`src/rtl/eeprom_rd_pkg.sv`:
```
package eeprom_rd_pkg;
  localparam int ADDR_W      = 9;
  localparam int WORD_W      = 32;
  localparam int BYTE_W      = 8;
  localparam int BUSY_BIT    = 31;
  localparam int OP_HI       = 30;
  localparam int OP_LO       = 28;
  localparam int OP_W        = OP_HI - OP_LO + 1;
  localparam int TMO_BIT     = 10;
  localparam int LOADED_BIT  = 9;
  localparam logic [OP_W-1:0] OP_READ = '0;
  localparam logic SEL_CMD   = 1'b0;
  localparam logic SEL_DATA  = 1'b1;

  typedef enum logic {
    ST_IDLE = 1'b0,
    ST_WAIT = 1'b1
  } rd_state_t;
endpackage

```
`src/rtl/eeprom_rd_rst_sync.sv`:
```
module eeprom_rd_rst_sync #(
  parameter int STAGES = 2
) (
  input  logic clk,
  input  logic rst_n,
  output logic rst_n_sync
);
  logic [STAGES-1:0] sync_q;

  always_ff @(posedge clk or negedge rst_n) begin
    if (!rst_n) sync_q <= '0;
    else        sync_q <= {sync_q[STAGES-2:0], 1'b1};
  end

  assign rst_n_sync = sync_q[STAGES-1];
endmodule

```
`src/rtl/eeprom_rd_decode.sv`:
```
module eeprom_rd_decode
  import eeprom_rd_pkg::*;
(
  input  logic              bus_wr,
  input  logic              bus_sel,
  input  logic [WORD_W-1:0] bus_wdata,
  input  logic              busy,
  output logic              start,
  output logic [ADDR_W-1:0] start_addr
);
  logic cmd_wr;
  logic is_read;
  logic unused_wbits;

  always_comb begin
    cmd_wr     = bus_wr && (bus_sel == SEL_CMD);
    is_read    = bus_wdata[BUSY_BIT] && (bus_wdata[OP_HI:OP_LO] == OP_READ);
    // Writes while busy, non-read codes and clear busy bits start nothing.
    start      = cmd_wr && is_read && !busy;
    start_addr = bus_wdata[ADDR_W-1:0];
  end

  assign unused_wbits = ^bus_wdata[OP_LO-1:ADDR_W];
endmodule

```
`src/rtl/eeprom_rd_seq.sv`:
```
module eeprom_rd_seq
  import eeprom_rd_pkg::*;
#(
  parameter int TMO_CYCLES = 1024
) (
  input  logic clk,
  input  logic rst_n,
  input  logic start,
  input  logic mem_ack,
  output logic busy,
  output logic done,
  output logic tmo_hit
);
  localparam int CW = $clog2(TMO_CYCLES + 1);
  localparam logic [CW-1:0] LAST = CW'(TMO_CYCLES - 1);

  rd_state_t      state_q, state_d;
  logic [CW-1:0]  cnt_q, cnt_d;
  logic           cnt_en;

  always_comb begin
    state_d = state_q;
    cnt_d   = cnt_q;
    cnt_en  = 1'b0;
    done    = 1'b0;
    tmo_hit = 1'b0;
    unique case (state_q)
      ST_IDLE: begin
        if (start) begin
          state_d = ST_WAIT;
          cnt_d   = '0;
          cnt_en  = 1'b1;
        end
      end
      ST_WAIT: begin
        if (mem_ack) begin
          // Acknowledge wins over a timeout in the same cycle.
          done    = 1'b1;
          state_d = ST_IDLE;
        end else if (cnt_q == LAST) begin
          tmo_hit = 1'b1;
          state_d = ST_IDLE;
        end else begin
          cnt_d  = cnt_q + 1'b1;
          cnt_en = 1'b1;
        end
      end
      default: state_d = ST_IDLE;
    endcase
  end

  always_ff @(posedge clk or negedge rst_n) begin
    if (!rst_n) state_q <= ST_IDLE;
    else        state_q <= state_d;
  end

  always_ff @(posedge clk or negedge rst_n) begin
    if (!rst_n)      cnt_q <= '0;
    else if (cnt_en) cnt_q <= cnt_d;
  end

  assign busy = (state_q == ST_WAIT);
endmodule

```
`src/rtl/eeprom_rd_status.sv`:
```
module eeprom_rd_status
  import eeprom_rd_pkg::*;
(
  input  logic              clk,
  input  logic              rst_n,
  input  logic              start,
  input  logic [ADDR_W-1:0] start_addr,
  input  logic              done,
  input  logic              tmo_hit,
  input  logic              busy,
  input  logic              dev_present,
  input  logic [BYTE_W-1:0] mem_rdata,
  input  logic              bus_sel,
  output logic [ADDR_W-1:0] addr_q,
  output logic [BYTE_W-1:0] data_q,
  output logic              tmo_q,
  output logic              loaded_q,
  output logic [WORD_W-1:0] bus_rdata
);
  logic tmo_en, tmo_d;

  always_comb begin
    tmo_en = start || tmo_hit;
    tmo_d  = tmo_hit;
  end

  always_ff @(posedge clk or negedge rst_n) begin
    if (!rst_n)     addr_q <= '0;
    else if (start) addr_q <= start_addr;
  end

  always_ff @(posedge clk or negedge rst_n) begin
    if (!rst_n)    data_q <= '0;
    else if (done) data_q <= mem_rdata;
  end

  always_ff @(posedge clk or negedge rst_n) begin
    if (!rst_n)      tmo_q <= 1'b0;
    else if (tmo_en) tmo_q <= tmo_d;
  end

  always_ff @(posedge clk or negedge rst_n) begin
    if (!rst_n) loaded_q <= 1'b0;
    else        loaded_q <= dev_present;
  end

  always_comb begin
    bus_rdata = '0;
    if (bus_sel == SEL_DATA) begin
      bus_rdata[BYTE_W-1:0] = data_q;
    end else begin
      bus_rdata[BUSY_BIT]     = busy;
      bus_rdata[OP_HI:OP_LO]  = OP_READ;
      bus_rdata[TMO_BIT]      = tmo_q;
      bus_rdata[LOADED_BIT]   = loaded_q;
      bus_rdata[ADDR_W-1:0]   = addr_q;
    end
  end
endmodule

```
`src/rtl/eeprom_rd_ctrl.sv`:
```
module eeprom_rd_ctrl
  import eeprom_rd_pkg::*;
#(
  parameter int TMO_CYCLES = 1024
) (
  input  logic              clk,
  input  logic              rst_n,
  input  logic              bus_wr,
  input  logic              bus_sel,
  input  logic [WORD_W-1:0] bus_wdata,
  output logic [WORD_W-1:0] bus_rdata,
  input  logic              dev_present,
  output logic              mem_req,
  output logic [ADDR_W-1:0] mem_addr,
  input  logic              mem_ack,
  input  logic [BYTE_W-1:0] mem_rdata
);
  logic              rst_n_s;
  logic              start;
  logic [ADDR_W-1:0] start_addr;
  logic              busy;
  logic              done;
  logic              tmo_hit;
  logic [ADDR_W-1:0] addr_q;
  logic [BYTE_W-1:0] data_q;
  logic              tmo_q;
  logic              loaded_q;

  eeprom_rd_rst_sync #(.STAGES(2)) u_rst (
    .clk        (clk),
    .rst_n      (rst_n),
    .rst_n_sync (rst_n_s)
  );

  eeprom_rd_decode u_dec (
    .bus_wr     (bus_wr),
    .bus_sel    (bus_sel),
    .bus_wdata  (bus_wdata),
    .busy       (busy),
    .start      (start),
    .start_addr (start_addr)
  );

  eeprom_rd_seq #(.TMO_CYCLES(TMO_CYCLES)) u_seq (
    .clk     (clk),
    .rst_n   (rst_n_s),
    .start   (start),
    .mem_ack (mem_ack),
    .busy    (busy),
    .done    (done),
    .tmo_hit (tmo_hit)
  );

  eeprom_rd_status u_sts (
    .clk         (clk),
    .rst_n       (rst_n_s),
    .start       (start),
    .start_addr  (start_addr),
    .done        (done),
    .tmo_hit     (tmo_hit),
    .busy        (busy),
    .dev_present (dev_present),
    .mem_rdata   (mem_rdata),
    .bus_sel     (bus_sel),
    .addr_q      (addr_q),
    .data_q      (data_q),
    .tmo_q       (tmo_q),
    .loaded_q    (loaded_q),
    .bus_rdata   (bus_rdata)
  );

  assign mem_req  = busy;
  assign mem_addr = addr_q;
endmodule

```
`config.mk`:
```
export PLATFORM = sky130hd
export DESIGN_NAME = eeprom_rd_ctrl
export DESIGN_NICKNAME = d
export VERILOG_FILES = /design/src/rtl/eeprom_rd_pkg.sv /design/src/rtl/eeprom_rd_rst_sync.sv /design/src/rtl/eeprom_rd_decode.sv /design/src/rtl/eeprom_rd_seq.sv /design/src/rtl/eeprom_rd_status.sv /design/src/rtl/eeprom_rd_ctrl.sv
export SDC_FILE = /design/constraint.sdc
export NUM_CORES = 1
export LEC_CHECK = 0
export CAP_MARGIN = 5
export CORE_MARGIN = 10
export CORE_UTILIZATION = 35
export DETAILED_ROUTE_END_ITERATION = 10
export GPL_TIMING_DRIVEN = 0
export PLACE_DENSITY = 0.79
export SKIP_LAST_GASP = 1
export SLEW_MARGIN = 20
export SYNTH_ARGS = -nofsm -noshare
export SYNTH_HDL_FRONTEND = slang
export SYNTH_SLANG_ARGS = --single-unit
```
`constraint.sdc`:
```
create_clock -name clk -period 1.3 [get_ports clk]
set_input_delay 0.325 -clock clk [delete_from_list [all_inputs] [get_ports clk]]
set_output_delay 0.325 -clock clk [all_outputs]
set_load 0.01 [all_outputs]
```
Word-level counts from Yosys, hierarchy flattened --
Cells that the tools add are included.
Storage, ports and cells: logic and storage cells 38, bits of input ports 46, output and inout bits 42, bits in registers 33
Cells by class: equal/unequal tests 4, mux-type cells 16, $add $sub $neg 1, reduce and logical (&&, ||, !) cells 8, bitwise logic cells 2
Operator list (count):
- 11-bit two-way mux | 3
- 11-bit one-hot mux with 2 select lines | 1
- 11-bit by 1-bit adder with 11-bit output (second input constant) | 1
- 11-bit by 10-bit equality test with 1-bit output (second input constant) | 1
- 1-bit two-way mux | 8
- 8-bit two-way mux | 1
- 1-bit logical AND | 4
- 4-bit two-way mux | 1
- 2-bit inequality test (second input constant) | 2
- 4-bit AND reduction | 1
- 3-bit zero test | 1
- 3-bit two-way mux | 1
- 2-bit by 1-bit inequality test with 1-bit output (second input constant) | 1
- 1-bit NOT | 2
- 1-bit one-hot mux with 2 select lines | 1
- 1-bit zero test | 1
- 1-bit logical OR | 1

Depth between registers and ports, before layout --
Gate-level depths: netlist of the first run.
word-level depth 7, depth in mapped cells 6, depth with buffers taken out 5

Modules after synthesis --
From an unflattened synthesis of the first run, not the netlist that was laid out.
Unflattened totals: cells, all modules 156, area, all modules 1813.0 µm²
Modules (own cells, without submodules):
- eeprom_rd_status | cells an instance 74, area an instance 1013.5 µm², instances 1, sequential area each 475.5 µm²
- eeprom_rd_seq | cells an instance 68, area an instance 653.1 µm², instances 1, sequential area each 300.3 µm²
- eeprom_rd_decode | cells an instance 11, area an instance 92.6 µm², instances 1, sequential area each 0.0 µm²
- eeprom_rd_rst_sync | cells an instance 3, area an instance 53.8 µm², instances 1, sequential area each 50.0 µm²

Worst setup path after synthesis of the first run --
Ideal clock, no wire load.
kind reg2reg, start point register u_seq.cnt_q[0], end point register u_seq.cnt_q[7], arrival 1.365 ns, required time 1.221 ns, path buffers 0, path slack -0.145 ns, stages on the path, launching flop included 6, setup time 0.079 ns, clock period less this slack 1.445 ns, cells stage by stage dfrtp_1 -> ha_1 -> nand3_1 -> nor3_4 -> nor4b_1 -> mux2i_1
On the way: cells in the longest elaborated chain, start to end 5, elaborated cells on any way between the ends 10, classes of those cells add/sub (1); eq/ne (2); mux (6); reduce/logical (1)
RTL lines:
- start: declaration | line eeprom_rd_seq.sv:18 | logic [CW-1:0] cnt_q, cnt_d;
- start signal: assignment | line eeprom_rd_seq.sv:59 | else if (cnt_en) cnt_q <= cnt_d;
- parallel branches: the longest is 5 deep, another holds 11-bit by 1-bit adder with 11-bit output
Several ways; the timed one is not identified. The select of a mux whose other input is x is not followed. A chain may end at the register's enable or synchronous reset.

Worst setup path in the final report of the first run --
start point register u_seq.cnt_q[1], end point register u_seq.cnt_q[1]
Same word-level chain as after synthesis.

==> results of run 1 <==
==> per-layer routing <==
layer	GRT usage	vias up
met5	0	-
met4	0.0477	0
met3	0.0529	8
met2	0.224	55
met1	0.138	715
li1	-	669
==> critical path: cells and delay by family, from the launching register on <==
kind | cells | cell delay [ns]
simple gates | 2 | 0.17
buf+inv | 1 | 0.13
fa+ha+maj | 1 | 0.19
flops | 1 | 0.42
compound gates | 2 | 0.45
==> path summary, 6_finish.rpt <==
| path | from | end | slack (ns) | cells past startpoint |
|---|---|---|---|---|
| worst max-delay path | u_seq.cnt_q[1] | u_seq.cnt_q[1] | -0.19 | 6 |
| worst min-delay path | rst_n | u_rst.sync_q[0] | 0.19 | 1 |
| worst max register to register | u_seq.cnt_q[1] | u_seq.cnt_q[1] | -0.19 | 6 |
| worst min register to register | u_rst.sync_q[1] | u_seq.cnt_q[6] | 0.31 | 0 |
| max in group asynchronous | u_rst.sync_q[1] | u_sts.addr_q[3] | 0.53 | 0 |
| min in group clk | u_rst.sync_q[0] | u_rst.sync_q[1] | 0.35 | 0 |
==> cell usage after synthesis (2+ instances only) <==
cell      count
conb_1        2
buf_4        20
and4_1        2
nor2b_1       4
nor4b_1       2
a22o_1        3
nand3_1       5
o31ai_1       3
inv_1         2
nand2_1       6
mux2_2       25
and3_1        2
nor2_1        4
dfrtp_1      33
buf_2         2
o211ai_1      5
nand3b_1      2
o21ai_0       2
==> state kept, by name, indices dropped and copies added, names as in the netlist <==
signal,cells
u_sts.addr_q,9
u_sts.data_q,8
u_rst.sync_q,2
u_sts.tmo_q,1
u_seq.cnt_q,11
u_sts.loaded_q,1
u_seq.busy,1
==> what timing repair did <==
| action | 4_1_cts | 5_1_grt |
|---|---|---|
| setup endpoints to repair | 52 | 49 |
| resized for setup | 108 | 44 |
| cloned | 3 | 0 |
| setup buffers | 19 | 9 |
| pin swaps | 10 | 10 |
==> power breakdown <==
part	internal (mW)	total [mW]	switching [mW]
combinational	1.07	1.78	0.712
clock	0.371	0.758	0.387
sequential	1.30	1.53	0.231
total	2.74	4.07	1.33
==> cells in the final DEF, fill, tap and decap left out, types with 5 or more instances in the layout <==
master | netlist | routed
mux2_4 | 0 | 5
buf_2 | 2 | 5
clkbuf_8 | 0 | 5
clkdlybuf4s15_1 | 0 | 10
conb_1 | 2 | 21
buf_6 | 0 | 21
clkdlybuf4s50_1 | 0 | 20
dfrtp_1 | 33 | 32
buf_4 | 20 | 37
o211ai_1 | 5 | 5
mux2_2 | 25 | 20
==> metrics by stage <==
stage	hold WS, ns	setup TNS, ns
floorplan	0.0294	-0.00302
global placement	0.337	-27.37
detailed placement	0.336	-25.41
CTS	0.195	-3.74
global route	0.192	-5.10
finish	0.194	-2.91
==> area by class of cell <==
type,count,share of cell area
Sequential cell,33,0.295
Tap cell,54,0.0241
Timing Repair Buffer,77,0.262
Buffer,21,0.0575
Clock buffer,6,0.0259
Clock inverter,2,0.00357
Inverter,2,0.00357
Multi-Input combinational cell,102,0.329
==> logic make-up after synthesis <==
kind of cell | synth area share
and+or+nand+nor | 0.123
xor gates and xnor gates | 0.0104
adders and majority gates | 0.00746
AOI/OAI and AO/OA | 0.0836
muxes | 0.174
buffers and inverters | 0.104
DFF | 0.493
other | 0.00448
==> out/results.tsv, run 1 <==
metric	value	unit
storage element area	827	um^2
clk root buf	clkbuf_8	
Final Max Tran Viols	0	
Hold Path Class	primary input to asynchronous set/reset pin	
Yosys top cell by area	dfrtp_1	
worst slew pin tran	0.703	ns
# port buffers	48	
full die area	7960	um^2
DIE HEIGHT	89.2	um
Detailed Route WL	5.35	mm
Final setup viols	40	
slowest CP cell	dfrtp_1	
Filler Cells Inserted	376	
Starting DRT DRC Count	62	
first-pass GRT wire length	7.78	mm
Util after Layout	0.598	
site row count	25	
final hold vios	0	
overall power	4.07	mW
Starting Density	0.357	
GRT Total Usage	0.129	
H-tree depth	2	
non-filler instance count after layout	297	
Critical Path Sink Type	flop	
fmax	671	MHz
footprint of the multi-input gates	923	um^2
Cells after DPL	263	
hpwl dp	3.23	mm
design area	2810	um^2
met3 WL	447	um
pwr dens	1450	nW/um^2
period utilisation layout	1.15	
placed inst area	2330	um^2
area fraction of the dominant cell type after synthesis	0.493	
Place WS	-1.03	ns
DR vias/cell	4.87	
drt wl/cell	18.0	um
RSZ-0062 raised after global routing	yes	
Avg Inst Size Synth	11.8	um^2
clk buf depth	2	
CP Class	flop to flop	
number of global-route vias before repair	1541	
Core ar.	4690	um^2
post-synth cell types	36	
Max-slew headroom	0.531	
Final Wtd Congestion	0.789	
Inserted Clock Buffers	5	
post-synthesis sequential area ratio	0.493	
synth warn	0	
Die X-Extent	89.2	um
Max Cap Viol	0	
predominant post-synthesis flop cell	dfrtp_1	
failing checks	negative setup slack	
M1 WL	1.96	mm
drt pass-1 iters	4	
number of diodes	0	
Worst path max stage delay	0.42	ns
cell chain of the critical path	ha_4, nand3_2, nor3_4, buf_6, o211ai_1, o21ai_4	
CTS tree	built	
worst vdd rail ir drop	0.000810	V
share of cells above drive strength 1	0.498	
ANT nets after route	0	
Setup crit start kind	flop	
Post-synth EDFFs	0	
Congestion Overflow GR	0	
Max Used Layer	met4	
Crit path required time	1.46	ns
# DRC	0	
Post-Syn Instances	142	
Final Critical Period	1.49	ns
fin worst setup slack	-0.190	ns
outcome	complete, but fails checks	
met2 wire length	2.85	mm
Lkg Pwr	1.34	nW
skew final	0.0102	ns
Area Growth Syn to Fin	67.4	%
Clock Pin Slew Worst Setup and Hold Paths	0.07	ns
via count	1447	
CP max FO	4	
largest net degree at the start of global routing	32	
Worst EP arrival	1.65	ns
Synth Register Bits	33	
CTS Sinks	33	
# hold bufs at CTS	0	
io pins	88	
clk_lat worst skew	0.29	ns
main area contributors after synthesis	dfrtp_1 49%, mux2_2 17%, buf_4 9.0%	
initial antenna violation count	0	
asr flop ratio synth	1.00	
Post-Syn Area	1680	um^2
layout net count	289	
No activity file was read; power rests on OpenSTA's default activity.
==> run 2, diff against run 1 <==
Settings changed: CORE_UTILIZATION 35 to 37, HOLD_SLACK_MARGIN from default to 0.03, PLACE_DENSITY 0.79 to 0.81, SYNTH_HIERARCHICAL from default to 1.
==> run 2 against run 1 <==
Effect of this change:
- the flow still finishes with violations (negative setup slack)
- first-iteration DRC count grew 29%
- flip-flop and latch count is the same
- critical path type unchanged
- die area grew 1.8%
- clock power grew 10%
- global-route usage shrank 0.99 points
- core utilization shrank 0.21 points
- register-to-register slack lost 0.66 ns
- area after synthesis grew 8.1%
- critical endpoint is now u_seq/cnt_q[9]
- clock skew shrank 0.0035 ns
==> out/results.tsv, run 2 <==
metric	value	unit	change
area fraction of the dominant cell type after synthesis	0.455		-0.0371
Largest Register	u_seq/cnt_q		
largest net degree at the start of global routing	32		unchanged
RSZ-0062 raised after global routing	yes		
post-synthesis sequential area ratio	0.455		-0.0371
CP max FO	3		-1
main area contributors after synthesis	dfrtp_1 46%, buf_4 12%, mux2_2 12%		
Yosys top cell by area	dfrtp_1		
# DRC	0		unchanged
Synth Register Bits	33		unchanged
first-pass GRT wire length	7.83	mm	+0.71%
Final Critical Period	2.15	ns	+0.662 ns
Cells after DPL	281		+6.8%
full die area	8100	um^2	+1.8%
Post-Syn Area	1810	um^2	+8.1%
top flop regs	u_seq/cnt_q (11), u_sts/addr_q (9), u_sts/data_q (8)		
worst slew pin tran	0.854	ns	+0.151 ns
via count	1450		+0.21%
# port buffers	39		-19%
Starting Density	0.384		+0.0265
post-synth cell types	39		+8.3%
Crit path required time	1.51	ns	+0.05 ns
CTS Sinks	33		unchanged
layout net count	293		+1.4%
top-count cell post-synth	dfrtp_1		
Core ar.	4720	um^2	+0.67%
CTS tree	built		
worst vdd rail ir drop	0.000866	V	+7.0%
DIE HEIGHT	90	um	+0.89%
hold slack	0.203	ns	+0.00826 ns
clk buf depth	2		unchanged
Starting DRT DRC Count	80		+29%
number of global-route vias before repair	1528		-0.84%
Post-synth EDFFs	0		unchanged
switching pwr	0.785	mW	-41%
sequential share of power	0.429		+0.054
asr flop ratio synth	1.00		unchanged
site row count	25		unchanged
fin worst setup slack	-0.852	ns	-0.662 ns
hpwl dp	3.23	mm	about the same
H-tree depth	2		unchanged
Die X-Extent	90	um	+0.89%
commonest non-fill, non-tap cell in the layout	buf_4		
fmax	465	MHz	-31%
period utilisation layout	1.66		+0.509
DR vias/cell	4.62		-5.2%
io pins	88		unchanged
Gate power share	0.294		-0.144
non-filler instance count after layout	314		+5.7%
drt pass-1 iters	4		unchanged
clk_lat worst skew	0.28	ns	about the same
Hold Path Class	primary input to asynchronous set/reset pin		
most frequent cells after synthesis	33 x dfrtp_1, 29 x buf_4, 19 x mux2_2		
pwr dens	1070	nW/um^2	-26%
Avg Inst Size Synth	11.6	um^2	-1.6%
Final setup viols	35		-13%
GRT Total Usage	0.119		-0.00993
predominant post-synthesis flop cell	dfrtp_1		
number of diodes	0		unchanged
ANT nets after route	0		unchanged
Inserted Clock Buffers	5		unchanged
Clock Pin Slew Worst Setup and Hold Paths	0.07	ns	about the same
Lkg Pwr	1.37	nW	+2.4%
Area Growth Syn to Fin	55.3	%	
CP Class	flop to flop		
most frequent cells in the layout	47 x buf_4, 31 x dfrtp_1, 21 x conb_1		
Final Wtd Congestion	0.895		+13%
synth warn	6		+6
internal power	2.23	mW	-19%
Setup crit start kind	flop		
final hold vios	0		unchanged
Worst EP arrival	2.36	ns	+0.71 ns
failing checks	negative setup slack		
Post-Syn Instances	156		+9.9%
skew final	0.00666	ns	-0.00353 ns
clock share of power	0.277		+0.091
Final Max Tran Viols	0		unchanged
Max-slew headroom	0.427		-0.105
Max Cap Viol	0		unchanged
share of cells above drive strength 1	0.518		+0.0203
Critical Path Sink Type	flop		
clk root buf	clkbuf_8		
Congestion Overflow GR	0		unchanged
Sw Ratio	0.260		-0.0667
outcome	complete, but fails checks		
initial antenna violation count	0		unchanged
Detailed Route WL	5.14	mm	-3.9%
# hold bufs at CTS	0		unchanged
max reg flops	11		unchanged
drt wl/cell	16.4	um	-9.1%
==> run 2: changes by cell type in the layout (fill, tap and decap cells not counted), moves of 4 or more <==
| cell | previous run | this run |
|---|---|---|
| clkdlybuf4s50_1 | 20 | 12 |
| mux2_4 | 5 | 16 |
| buf_4 | 37 | 47 |
| and2b_2 | 0 | 5 |
| mux2_2 | 20 | 9 |
| o211ai_1 | 5 | 1 |
| buf_6 | 21 | 17 |
==> run 2: logic make-up after synthesis <==
family	Yosys count	share of synthesized area
compound gates	18	0.0690
xor+xnor	1	0.00483
buf+inv	37	0.153
flops	33	0.455
mux	26	0.173
simple gates	38	0.133
other cells	2	0.00414
fa+ha+maj	1	0.00690
==> run 2: critical path, stage by stage, from the launching register on <==
cell and delay, ns:
dfrtp_2 0.41, or4b_4 0.53, nor4b_4 0.30, nand2b_4 0.09
a21o_1 0.20, buf_6 0.13, buf_6 0.10, nand4b_1 0.17
a21oi_1 0.15
==> run 2: power groups by stage <==
stage | Combinational, mW | Clock [mW] | Sequential (mW)
after floorplan | 0.410 | 0 | 1.31
after global placement | 0.759 | 0 | 1.30
after detailed placement | 0.776 | 0 | 1.32
after CTS | 0.800 | 0.851 | 1.29
after global routing | 0.951 | 0.913 | 1.31
final | 0.887 | 0.834 | 1.29
==> run 2: routing by layer <==
metal	global-route usage	routed length [um]	up-vias	share of wire
li1	-	-	677	-
met1	0.128	2010	717	0.39
met2	0.213	2780	52	0.54
met3	0.0391	299	4	0.058
met4	0.0438	52	0	0.010
met5	0	0	-	0
==> run 2: area by class of cell <==
type / instances / area (um^2)
Fill cell: 375 / 1910
Multi-Input combinational cell: 105 / 872
Sequential cell: 33 / 828
Timing Repair Buffer: 66 / 671
Buffer: 31 / 244
Clock buffer: 7 / 96.3
Tap cell: 67 / 83.8
Inverter: 4 / 15.0
Clock inverter: 1 / 5.00
==> run 2: metrics by stage <==
step | setup TNS (ns) | cell area [um^2] | worst slack, ns | power (mW) | utilization
final | -16.34 | 2820 | -0.852 | 3.01 | 0.596
after global routing | -18.33 | 2820 | -0.937 | 3.18 | 0.596
after CTS | -16.00 | 2670 | -0.951 | 2.95 | 0.566
after detailed placement | -35.60 | 2410 | -1.43 | 2.09 | 0.510
after global placement | -36.28 | 2410 | -1.39 | 2.06 | 0.510
after floorplan | -13.07 | 1930 | -0.994 | 1.72 | -
==> run 2: worst paths after layout <==
check / slack [ns] / to / from / cells after the start
max: -0.85 / u_seq/cnt_q[9] / u_seq/busy / 8
min: 0.20 / u_rst/sync_q[0] / rst_n / 1
max reg2reg: -0.85 / u_seq/cnt_q[9] / u_seq/busy / 8
min reg2reg: 0.30 / u_seq/cnt_q[2] / u_rst/sync_q[1] / 0
max in group asynchronous: 0.52 / u_seq/busy / u_rst/sync_q[1] / 0
min in group clk: 0.27 / u_sts/addr_q[0] / bus_wdata[0] / 2
==> run 2: timing repair <==
action	CTS	global route
setup endpoints to repair	52	48
gates cloned	2	0
gates resized for setup	95	24
endpoints found under the hold margin	0	0
setup buffers	12	14
pin swaps	7	8
==> run 3, diff against run 2 <==
Settings changed: ABC_AREA from default to 0.
==> results of run 3 <==
Final layout, timing and power as in run 2 (identical DEF).
